==> src/rtl/ccr_pkg.sv <==
// Package: shared widths, flag bit positions and select encodings for
// the condition flag register. Assumes exactly five flags, one of them
// an interrupt mask at the top position.
package ccr_pkg;
    localparam int FLAG_W  = 5;
    localparam int ARITH_N = 4;
    localparam int SEL_W   = 2;

    localparam int POS_C = 0;
    localparam int POS_V = 1;
    localparam int POS_Z = 2;
    localparam int POS_N = 3;
    localparam int POS_I = 4;

    typedef enum logic [SEL_W-1:0] {
        ASRC_ALU  = 2'b00,
        ASRC_BUS  = 2'b01,
        ASRC_ZERO = 2'b10,
        ASRC_HOLD = 2'b11
    } arith_src_e;

    typedef enum logic [SEL_W-1:0] {
        ISRC_ZERO = 2'b00,
        ISRC_BUS  = 2'b01,
        ISRC_ONE  = 2'b10,
        ISRC_HOLD = 2'b11
    } irq_src_e;
endpackage

==> src/rtl/ccr_arith_cell.sv <==
// Next-value selector for one arithmetic flag (N, Z, V or C).
// Purely combinational. Assumes the caller gates the result with the
// register load enable.
module ccr_arith_cell
    import ccr_pkg::*;
(
    input  logic             cur_i,
    input  logic             alu_bit_i,
    input  logic             bus_bit_i,
    input  logic [SEL_W-1:0] sel_i,
    output logic             nxt_o
);
    // pick the flag source named by the select
    always_comb begin
        unique case (arith_src_e'(sel_i))
            ASRC_ALU:  nxt_o = alu_bit_i;
            ASRC_BUS:  nxt_o = bus_bit_i;
            ASRC_ZERO: nxt_o = 1'b0;
            default:   nxt_o = cur_i;
        endcase
    end
endmodule

==> src/rtl/ccr_irq_cell.sv <==
// Next-value selector for the interrupt mask flag. It uses its own code
// meanings: clear, load from bus, set, hold. Combinational; the caller
// gates it with the load enable.
module ccr_irq_cell
    import ccr_pkg::*;
(
    input  logic             cur_i,
    input  logic             bus_bit_i,
    input  logic [SEL_W-1:0] sel_i,
    output logic             nxt_o
);
    // pick the interrupt flag source named by the select
    always_comb begin
        unique case (irq_src_e'(sel_i))
            ISRC_ZERO: nxt_o = 1'b0;
            ISRC_BUS:  nxt_o = bus_bit_i;
            ISRC_ONE:  nxt_o = 1'b1;
            default:   nxt_o = cur_i;
        endcase
    end
endmodule

==> src/rtl/ccr_state_reg.sv <==
// Flag storage: a W-bit register with a synchronous active-low clear
// that wins over the load. Assumes d_i is settled before the edge.
module ccr_state_reg #(
    parameter int W = 5
) (
    input  logic         clk,
    input  logic         rst_n,
    input  logic         load_i,
    input  logic [W-1:0] d_i,
    output logic [W-1:0] q_o
);
    // clear on reset, otherwise capture when loading
    always_ff @(posedge clk) begin
        if (!rst_n)      q_o <= '0;
        else if (load_i) q_o <= d_i;
    end


    reset_clears_chk: assert property (@(posedge clk) !rst_n |=> q_o == '0);


    hold_when_idle_chk: assert property (@(posedge clk) disable iff (!rst_n)
        !load_i |=> $stable(q_o));
endmodule

==> src/rtl/ccr_update.sv <==
// Top of the condition flag register. Each flag gets its own next-value
// cell; the register captures all five at once when load_en_i is high.
// Assumes the ALU flags and the bus are stable before the rising edge.
module ccr_update
    import ccr_pkg::*;
#(
    parameter int BUS_W = 8,
    parameter int RD_W  = 8
) (
    input  logic              clk,
    input  logic              rst_n,
    input  logic              load_en_i,
    input  logic [ARITH_N-1:0] alu_flags_i,
    input  logic [BUS_W-1:0]  bus_i,
    input  logic [SEL_W-1:0]  sel_c_i,
    input  logic [SEL_W-1:0]  sel_v_i,
    input  logic [SEL_W-1:0]  sel_z_i,
    input  logic [SEL_W-1:0]  sel_n_i,
    input  logic [SEL_W-1:0]  sel_i_i,
    output logic [FLAG_W-1:0] flags_q_o,
    output logic [RD_W-1:0]   flags_rd_o
);
    localparam int PAD_W = RD_W - FLAG_W;

    logic [SEL_W-1:0]  arith_sel [ARITH_N];
    logic [FLAG_W-1:0] flags_nxt;
    logic              unused_bus_hi;

    // gather the per-flag selects by bit position
    always_comb begin
        arith_sel[POS_C] = sel_c_i;
        arith_sel[POS_V] = sel_v_i;
        arith_sel[POS_Z] = sel_z_i;
        arith_sel[POS_N] = sel_n_i;
    end

    assign unused_bus_hi = ^bus_i[BUS_W-1:FLAG_W];

    genvar g;
    generate
        for (g = 0; g < ARITH_N; g++) begin : g_arith
            ccr_arith_cell u_cell (
                .cur_i     (flags_q_o[g]),
                .alu_bit_i (alu_flags_i[g]),
                .bus_bit_i (bus_i[g]),
                .sel_i     (arith_sel[g]),
                .nxt_o     (flags_nxt[g])
            );
        end
    endgenerate

    ccr_irq_cell u_irq (
        .cur_i     (flags_q_o[POS_I]),
        .bus_bit_i (bus_i[POS_I]),
        .sel_i     (sel_i_i),
        .nxt_o     (flags_nxt[POS_I])
    );

    ccr_state_reg #(.W(FLAG_W)) u_reg (
        .clk    (clk),
        .rst_n  (rst_n),
        .load_i (load_en_i),
        .d_i    (flags_nxt),
        .q_o    (flags_q_o)
    );

    assign flags_rd_o = {{PAD_W{1'b0}}, flags_q_o};


    c_from_alu_chk: assert property (@(posedge clk) disable iff (!rst_n)
        load_en_i && sel_c_i == 2'b00 |=> flags_q_o[POS_C] == $past(alu_flags_i[POS_C]));


    z_from_bus_chk: assert property (@(posedge clk) disable iff (!rst_n)
        load_en_i && sel_z_i == 2'b01 |=> flags_q_o[POS_Z] == $past(bus_i[POS_Z]));


    v_cleared_chk: assert property (@(posedge clk) disable iff (!rst_n)
        load_en_i && sel_v_i == 2'b10 |=> !flags_q_o[POS_V]);


    n_kept_chk: assert property (@(posedge clk) disable iff (!rst_n)
        load_en_i && sel_n_i == 2'b11 |=> $stable(flags_q_o[POS_N]));


    i_set_chk: assert property (@(posedge clk) disable iff (!rst_n)
        load_en_i && sel_i_i == 2'b10 |=> flags_q_o[POS_I]);


    i_clear_chk: assert property (@(posedge clk) disable iff (!rst_n)
        load_en_i && sel_i_i == 2'b00 |=> !flags_q_o[POS_I]);


    i_from_bus_chk: assert property (@(posedge clk) disable iff (!rst_n)
        load_en_i && sel_i_i == 2'b01 |=> flags_q_o[POS_I] == $past(bus_i[POS_I]));
endmodule

==> config.mk <==
export PLATFORM = sky130hd
export DESIGN_NAME = ccr_update
export DESIGN_NICKNAME = d
export VERILOG_FILES = /design/src/rtl/ccr_pkg.sv /design/src/rtl/ccr_arith_cell.sv /design/src/rtl/ccr_irq_cell.sv /design/src/rtl/ccr_state_reg.sv /design/src/rtl/ccr_update.sv
export SDC_FILE = /design/constraint.sdc
export NUM_CORES = 1
export LEC_CHECK = 0
export BUFFER_PORTS_ARGS = -buffer_cell sky130_fd_sc_hd__buf_2
export CAP_MARGIN = 20
export CORE_MARGIN = 8
export CORE_UTILIZATION = 34
export CTS_BUF_LIST = sky130_fd_sc_hd__clkbuf_2 sky130_fd_sc_hd__clkbuf_4 sky130_fd_sc_hd__clkbuf_8
export DETAILED_ROUTE_END_ITERATION = 16
export GPL_TIMING_DRIVEN = 0
export PLACE_DENSITY = 0.69
export SETUP_SLACK_MARGIN = 0.5
export SLEW_MARGIN = 30
export SYNTH_ARGS = -nofsm -noshare
export SYNTH_HDL_FRONTEND = slang
export SYNTH_SLANG_ARGS = --single-unit
export TNS_END_PERCENT = 50
==> constraint.sdc <==
create_clock -name clk -period 2.1 [get_ports clk]
set_input_delay 0.105 -clock clk [delete_from_list [all_inputs] [get_ports clk]]
set_output_delay 0.105 -clock clk [all_outputs]
set_load 0.02 [all_outputs]
# ---- Word-level counts from Yosys, hierarchy flattened
# Cells that the tools add are included.
dict set report op_classes {
  eq_ne 10
  n_mux 5
  n_reduce_logical 15
}
# operator n
set op_table {}
lappend op_table {{$pmux 1 s3} 5}
lappend op_table {{$reduce_bool 3->1} 5}
lappend op_table {{$eq 2x1->1 const B} 5}
lappend op_table {{$eq 2x2->1 const B} 5}
lappend op_table {{$logic_not 2->1} 5}
lappend op_table {{$reduce_and 2->1} 5}
dict set report word_totals {
  reg_bits 5
  in_bits 25
  output_inout_bits 13
  elab_cells 35
}

# ---- Logic depth before layout (Yosys ltp)
# Gate-level depths: netlist (run 1).
dict set report depth {
  ltp_word 3
  mapped_depth 4
}

# ---- Modules after synthesis
# A second synthesis (run 1) with hierarchy kept.
dict set report unflattened {
  cells_unflattened 40
  hier_area_um2 351.6
}
# module n_inst cells_each area_each_um2
set by_module_without_submodules {}
lappend by_module_without_submodules {ccr_state_reg 1 16 192.7}
lappend by_module_without_submodules {ccr_arith_cell 4 3 20.0}
lappend by_module_without_submodules {ccr_update 1 9 63.8}
lappend by_module_without_submodules {ccr_irq_cell 1 3 15.0}

# ---- Worst setup path before layout (run 1)
# No wires, ideal clock.
dict set report synth_timing {
  kind {in2reg}
  startpoint {in sel_i_i[0]}
  endpoint {reg u_reg.q_o[4]}
  setup_ps 96
  t_arrival_ps 710
  required_ps 2004
  slack_ps 1294
  path_stages 3
  path_buffers 0
  cell_sequence {inv_1 > ha_1 > o41ai_2}
}
dict set report synth_via {
  elab_chain_cells 3
  elab_cells_between_ends 6
  cone_classes {eq/ne (2); mux (1); reduce/logical (3)}
}
# element line
set synth_rtl {}
lappend synth_rtl {{from (decl)} ccr_update.sv:19} ;# input logic [SEL_W-1:0] sel_i_i,
lappend synth_rtl {{$eq 2x1->1 (tied with other cells)} ccr_irq_cell.sv:14} ;# unique case (irq_src_e'(sel_i))
lappend synth_rtl {{$reduce_bool 3->1 (no source line)} -}
lappend synth_rtl {{$reduce_and 2->1 (no source line)} -}
lappend synth_rtl {{to (signal assigned)} ccr_state_reg.sv:15} ;# else if (load_i) q_o <= d_i;
lappend synth_rtl {{to (decl)} ccr_state_reg.sv:10} ;# output logic [W-1:0] q_o
# Parallel ways exist; a longest one is shown, timed or not.
# A chain may end at the register's enable or synchronous reset.

# ---- Final worst setup path (run 1)
dict set report layout_timing {
  startpoint {reg u_reg.q_o[0]}
  endpoint {out flags_rd_o[0]}
}
# element line
set layout_lines {}
lappend layout_lines {{to (decl)} ccr_update.sv:21} ;# output logic [RD_W-1:0] flags_rd_o
# No word-level cell between the ends.

==> run metrics, run 1 <==
critical path capture point type=primary output; slowest stage delay, CP=~340 ps; die area=around 3000 sq um; top post-synthesis cells by area=ha_1, dfxtp_1, buf_4, and2b_1, nand3b_1; Synth cell types=15; WL per Instance=10.47 microns; Reg area=between 100 and 150 sq um; worst IR drop on VDD=about 0.00022 V; largest registers=u_reg.q_o x5; Post-synth ARST share=0%; initial antenna violation count=0; first-pass GRT wire length=roughly 1.7 mm; Row Count=14; # resized after CTS=0; HP Start=alu_flags_i[0]; synth-to-layout area growth=41.06%; Die Y=55.03 microns; most numerous cell in the Yosys netlist=buf_4; Place WS=between 1000 and 1500 ps; worst-path cell chain=buf_4, buf_2; met2 Usage GRT=between 10% and 20%; Final Critical Period=roughly 940 ps; min setup slack post-route=approximately 1200 ps; R2R Path Start=u_reg.q_o[0]; # clock sinks=5; Setup Viol. Count Final=0; post-CTS setup buffers=0; final core occ=between 40% and 50%; total global-route track usage=between 7 and 8%; pwr dens=about 470 nW/um^2; status=finished, final reports clean; Worst Path Required=about 2000 ps; kind of start point of the critical path=register; Synth Area per Inst=about 8.5 sq um; setup TNS=0 ps; CTS tree=yes; max reg flops=5; post-route cell area=approximately 730 sq um; final WL=roughly 1.2 mm; Peak Freq=1060 MHz; initial core utilization=a little over a third; CTS Hold Buffers Added=0; Detail Route Antenna Nets=0; Root Driver=clkbuf_4; final count of hold timing violations=0; first drt pass iteration count=5; Clk pin slew, worst setup/hold paths=40 ps; Remaining Overflow, GRT=0; IO Pins=38; # H-tree levels=1; Setup CP Type=register to primary output; share of cells above drive strength 1=about half; commonest cells in the netlist=buf_4, ha_1, inv_1; worst hold path depth=3; worst r2r path cells=2; Hold Path Sink=u_reg.q_o[0]; most used routing layer=met2; Reg2Reg Setup Slack=1450 ps; number of remaining DRC errors=0; multi-input logic area=301.5 sq um; via count of the routed design=503; core region area=roughly 1500 sq um; Max Cap Viol=0; gpl congestion=just over 0.6; Final Power=between 300 and 400 uW; area share of the largest cell type after synthesis=a little over a quarter; Most flops, register=u_reg.q_o; hpwl dp=around 1.1 mm; Tcrit/Tclk final=~45%; count of final max-slew check failures=0; Filler cells=150; met3 Use GR=roughly 3.2%; CP max FO=3; Final #Nets=between 100 and 150; RSZ-0062 raised after global routing=false; IO buf count=31; EDFF count, synth=0; Skew-Pair Late Insertion Delay=between 200 and 250 ps; drt via density=about 4.4; Iter 0 DRT Violations=6; Crit path depth=2; Yosys Warn Count=0; crit-path leading delay family=flip-flops; Main synth FF type=dfxtp_1; Yosys top cell by area=ha_1; met1 Usage GRT=roughly 7.3%; vias in the first global route=472; synthesized area=518.0 sq um; CP Data Arrival Time=840 ps; n_diodes=0; CP max stage cell=dfxtp_1; Max Buffers Root-to-Sink=2; Die Span X=roughly 55 microns; pin count of the biggest net entering global routing=7; worst hold path type=primary input to register; DP Area=~700 sq um; Cells after Synth=about 60; Lkg Pwr=0.0004476 uW; skew final=0 ps; sequential area share after synthesis=19.32%; Seq cells post-synth=5; FF-to-FF End=u_reg.q_o[0]; worst path bufs/invs=2; Num CTS Buffers=3
[final cells by class]
type,count,share of cell area (%)
inverters,7,3.596
repair buffers,31,21.23
flip-flops and latches,5,13.70
plain buffers,13,13.36
clock buffers,4,4.110
multi-input cells,38,41.27
well taps,16,2.740
[routing by layer]
layer / vias to the layer above / part of all wire [%] / wire length, microns
li1: 260 / - / -
met1: 216 / 40 / 480
met2: 25 / 45 / 536
met3: 2 / 14 / 171
met4: 0 / 0.50 / 6
met5: - / 0 / 0
[worst max path at each step]
| stage | to | startpoint |
|---|---|---|
| after floorplan | u_reg.q_o[4] | sel_i_i[0] |
| after global placement | u_reg.q_o[4] | sel_i_i[0] |
| after detailed placement | u_reg.q_o[4] | sel_i_i[0] |
| after CTS | flags_rd_o[0] | u_reg.q_o[0] |
| after global routing | flags_rd_o[0] | u_reg.q_o[0] |
| final | flags_rd_o[0] | u_reg.q_o[0] |
[layout by cell type (no fill, tap or decap), drive strengths merged]
cell,count
dfxtp,5
clkbuf,4
o21ai,4
nand2,4
nand2b,1
conb,3
a21oi,1
a31oi,4
buf,44
inv,7
nand3,1
ha,11
o41ai,1
nand3b,4
and2b,4
[logic make-up (layout without fill, tap and decap cells)]
family / Yosys count / after routing / synth area share (%)
flip-flops: 5 / 5 / 19.32
AO/OA/AOI/OAI: 10 / 10 / 12.80
AND/OR/NAND/NOR: 14 / 14 / 16.67
buffers and inverters: 20 / 55 / 23.91
adder cells (fa/ha/maj): 11 / 11 / 26.57
other: 1 / 3 / 0.7239
[worst register-to-register path, delay by kind of cell (launching register included)]
kind,cells,cell delay [ps]
flip-flops,1,320
AO/OA/AOI/OAI,2,220
[power by group]
part           internal [uW]  switching (uW)
clock network           84.5            36.0
logic                   60.3            58.7
registers                102            4.52
[stage by stage]
stage	hold slack, ps	std cells
after CTS	130.6	114
after global routing	134.4	114
after detailed placement	376.1	110
final	132.4	114
after floorplan	243.3	63
after global placement	372.6	110
Power figures use the tool's default switching activity.
==> run 2: changes to the inputs <==
Settings changed: PLACE_DENSITY 0.69 to 0.72.
Clock period 2.1 ns to 0.8 ns, I/O delays scaled along.
==> run 2 against run 1 <==
The run now ends with negative setup slack left; global-route usage is 0.63 points higher; clock power is 140% higher; register-to-register slack worse by 1300 ps; worst hold slack worse by 82 ps; utilization is 16 points higher; first-iteration DRC count is 33% lower; cell count stayed put; via count is 4.8% lower; count of clock-buffer cells in the layout is 1 lower; routed wire length is 2.6% higher; critical path type unchanged.
==> run metrics, run 2 (synthesis results as in run 1) <==
status=finished with violations; failing checks=negative setup slack; CP max stage cell=dfxtp_2; CP most frequent cell=buf_6; most common cell after layout, fill and taps aside=buf_2; pin count of the biggest net entering global routing=7; RSZ-0062 raised after global routing=true; Root Driver=clkbuf_4; Reg2Reg Setup Slack=roughly 170 ps; IO Pins=38; n_diodes=0; min setup slack post-route=-40.72 ps; final count of hold timing violations=0; Iter 0 DRT Violations=4; final WL=~1.2 mm; CTS Hold Buffers Added=0; Max Buffers Root-to-Sink=2; CP max FO=3; skew final=0 ps; Hold Path Sink=u_reg.q_o[1]; initial antenna violation count=0; Peak Freq=between 1000 and 1500 MHz; Tcrit/Tclk final=105.1%; Final Critical Period=roughly 840 ps; via count of the routed design=479; hpwl dp=approximately 1.1 mm; worst hold path type=primary input to register; gpl congestion=about 0.67; share of cells above drive strength 1=between 70% and 80%; pwr dens=1052 nW/um^2; CP Data Arrival Time=800 ps; worst hold path depth=3; Worst Path Required=between 700 and 800 ps; Num CTS Buffers=3; first-pass GRT wire length=around 1.9 mm; WL per Instance=about 11 microns; worst r2r path cells=2; core region area=roughly 1500 sq um; Die Span X=between 50 and 60 microns; Row Count=14; Most flops, register=u_reg.q_o; Lkg Pwr=between 0.0004 and 0.0005 uW; Filler cells=135; first drt pass iteration count=3; Setup Viol. Count Final=10; drt via density=between 4 and 5; post-CTS setup buffers=0; Remaining Overflow, GRT=0; Max Cap Viol=0; HP Start=alu_flags_i[1]; Final Power=1020 uW; total global-route track usage=a little over 8%; FF-to-FF End=u_reg.q_o[1]; commonest non-fill, non-tap cells in the layout=buf_2, buf_6, ha_4, dfxtp_2; placed cells=110; synth-to-layout area growth=87.20%; CTS tree=yes; Die Y=between 50 and 60 microns; initial core utilization=a little over a third; worst IR drop on VDD=roughly 0.00096 V; number of remaining DRC errors=0; slowest stage delay, CP=around 330 ps; kind of start point of the critical path=register; IO buf count=31; Final #Nets=between 100 and 150; Setup CP Type=register to primary output; Detail Route Antenna Nets=0; # H-tree levels=1; # clock sinks=5; vias in the first global route=464; count of final max-slew check failures=0; critical path capture point type=primary output; largest registers=u_reg.q_o x5; worst-path cell chain=buf_6, buf_6; Clk pin slew, worst setup/hold paths=approximately 50 ps; R2R Path Start=u_reg.q_o[1]; Post-Layout Cell Count=about 110; die area=slightly above 3000 sq um; max reg flops=5; Skew-Pair Late Insertion Delay=240 ps
run 2: changes by cell type in the layout (fill, tap and decap cells not counted), sizes merged:
cell	delta
clkbuf	-1
clkinv	+1
run 2: through the flow:
stage                     instance area [sq um]  worst slack, ps  TNS [ps]  hold WS (ps)  utilization [%]
after floorplan                           668.1            180.2         0         176.6                -
after global placement                    843.3           -2.087    -2.087         304.0            57.31
after detailed placement                  843.3           -17.32    -37.81         309.1            57.31
after CTS                                 962.2           -51.30    -484.4         40.85            65.39
after global routing                      969.7           -75.80    -688.1         43.64            65.90
final                                     969.7           -40.72    -350.9         50.33            65.90
run 2: how the worst max path moves through the flow:
stage,startpoint,to,slack (ps),depth (start not counted)
floorplan,sel_i_i[1],u_reg.q_o[4],180,2
global placement,sel_z_i[0],u_reg.q_o[2],-2,5
detailed placement,sel_z_i[0],u_reg.q_o[2],-20,5
CTS,u_reg.q_o[3],flags_q_o[3],-50,2
global route,u_reg.q_o[1],flags_rd_o[1],-80,2
finish,u_reg.q_o[3],flags_q_o[3],-40,2
run 2: critical path, delay by kind of cell (launching register included):
kind,cells,cell delay [ps]
buffers and inverters,2,230
flip-flops,1,330
run 2: layout make-up:
type | count | area (sq um) | area share (%)
well taps | 16 | 20.02 | 2.065
repair buffers | 31 | 217.7 | 22.45
plain buffers | 13 | 135.1 | 13.94
clock inverters | 1 | 5.005 | 0.5161
inverters | 7 | 41.29 | 4.258
flip-flops and latches | 5 | 106.4 | 10.97
multi-input cells | 38 | 421.7 | 43.48
clock buffers | 3 | 22.52 | 2.323
run 2: what timing repair did:
action                     in CTS  in global routing
gates cloned                    0                  0
setup endpoints to repair      15                 15
pin swaps                       2                  4
gates resized for setup        31                  2
run 2: report_power, final:
group          leakage, uW  switching, uW  internal [uW]  total (uW)
Clock            0.0000177            110            181         291
Combinational     0.000406            193            246         438
Sequential       0.0000430           18.5            271         290
Total             0.000467            322            698        1020
run 2: metal layers:
metal,GRT usage [%],routed length (microns),up-vias
li1,-,-,261
met1,7.903,435,202
met2,16.60,713,16
met3,1.872,77,0
met4,2.400,0,0
met5,0,0,-
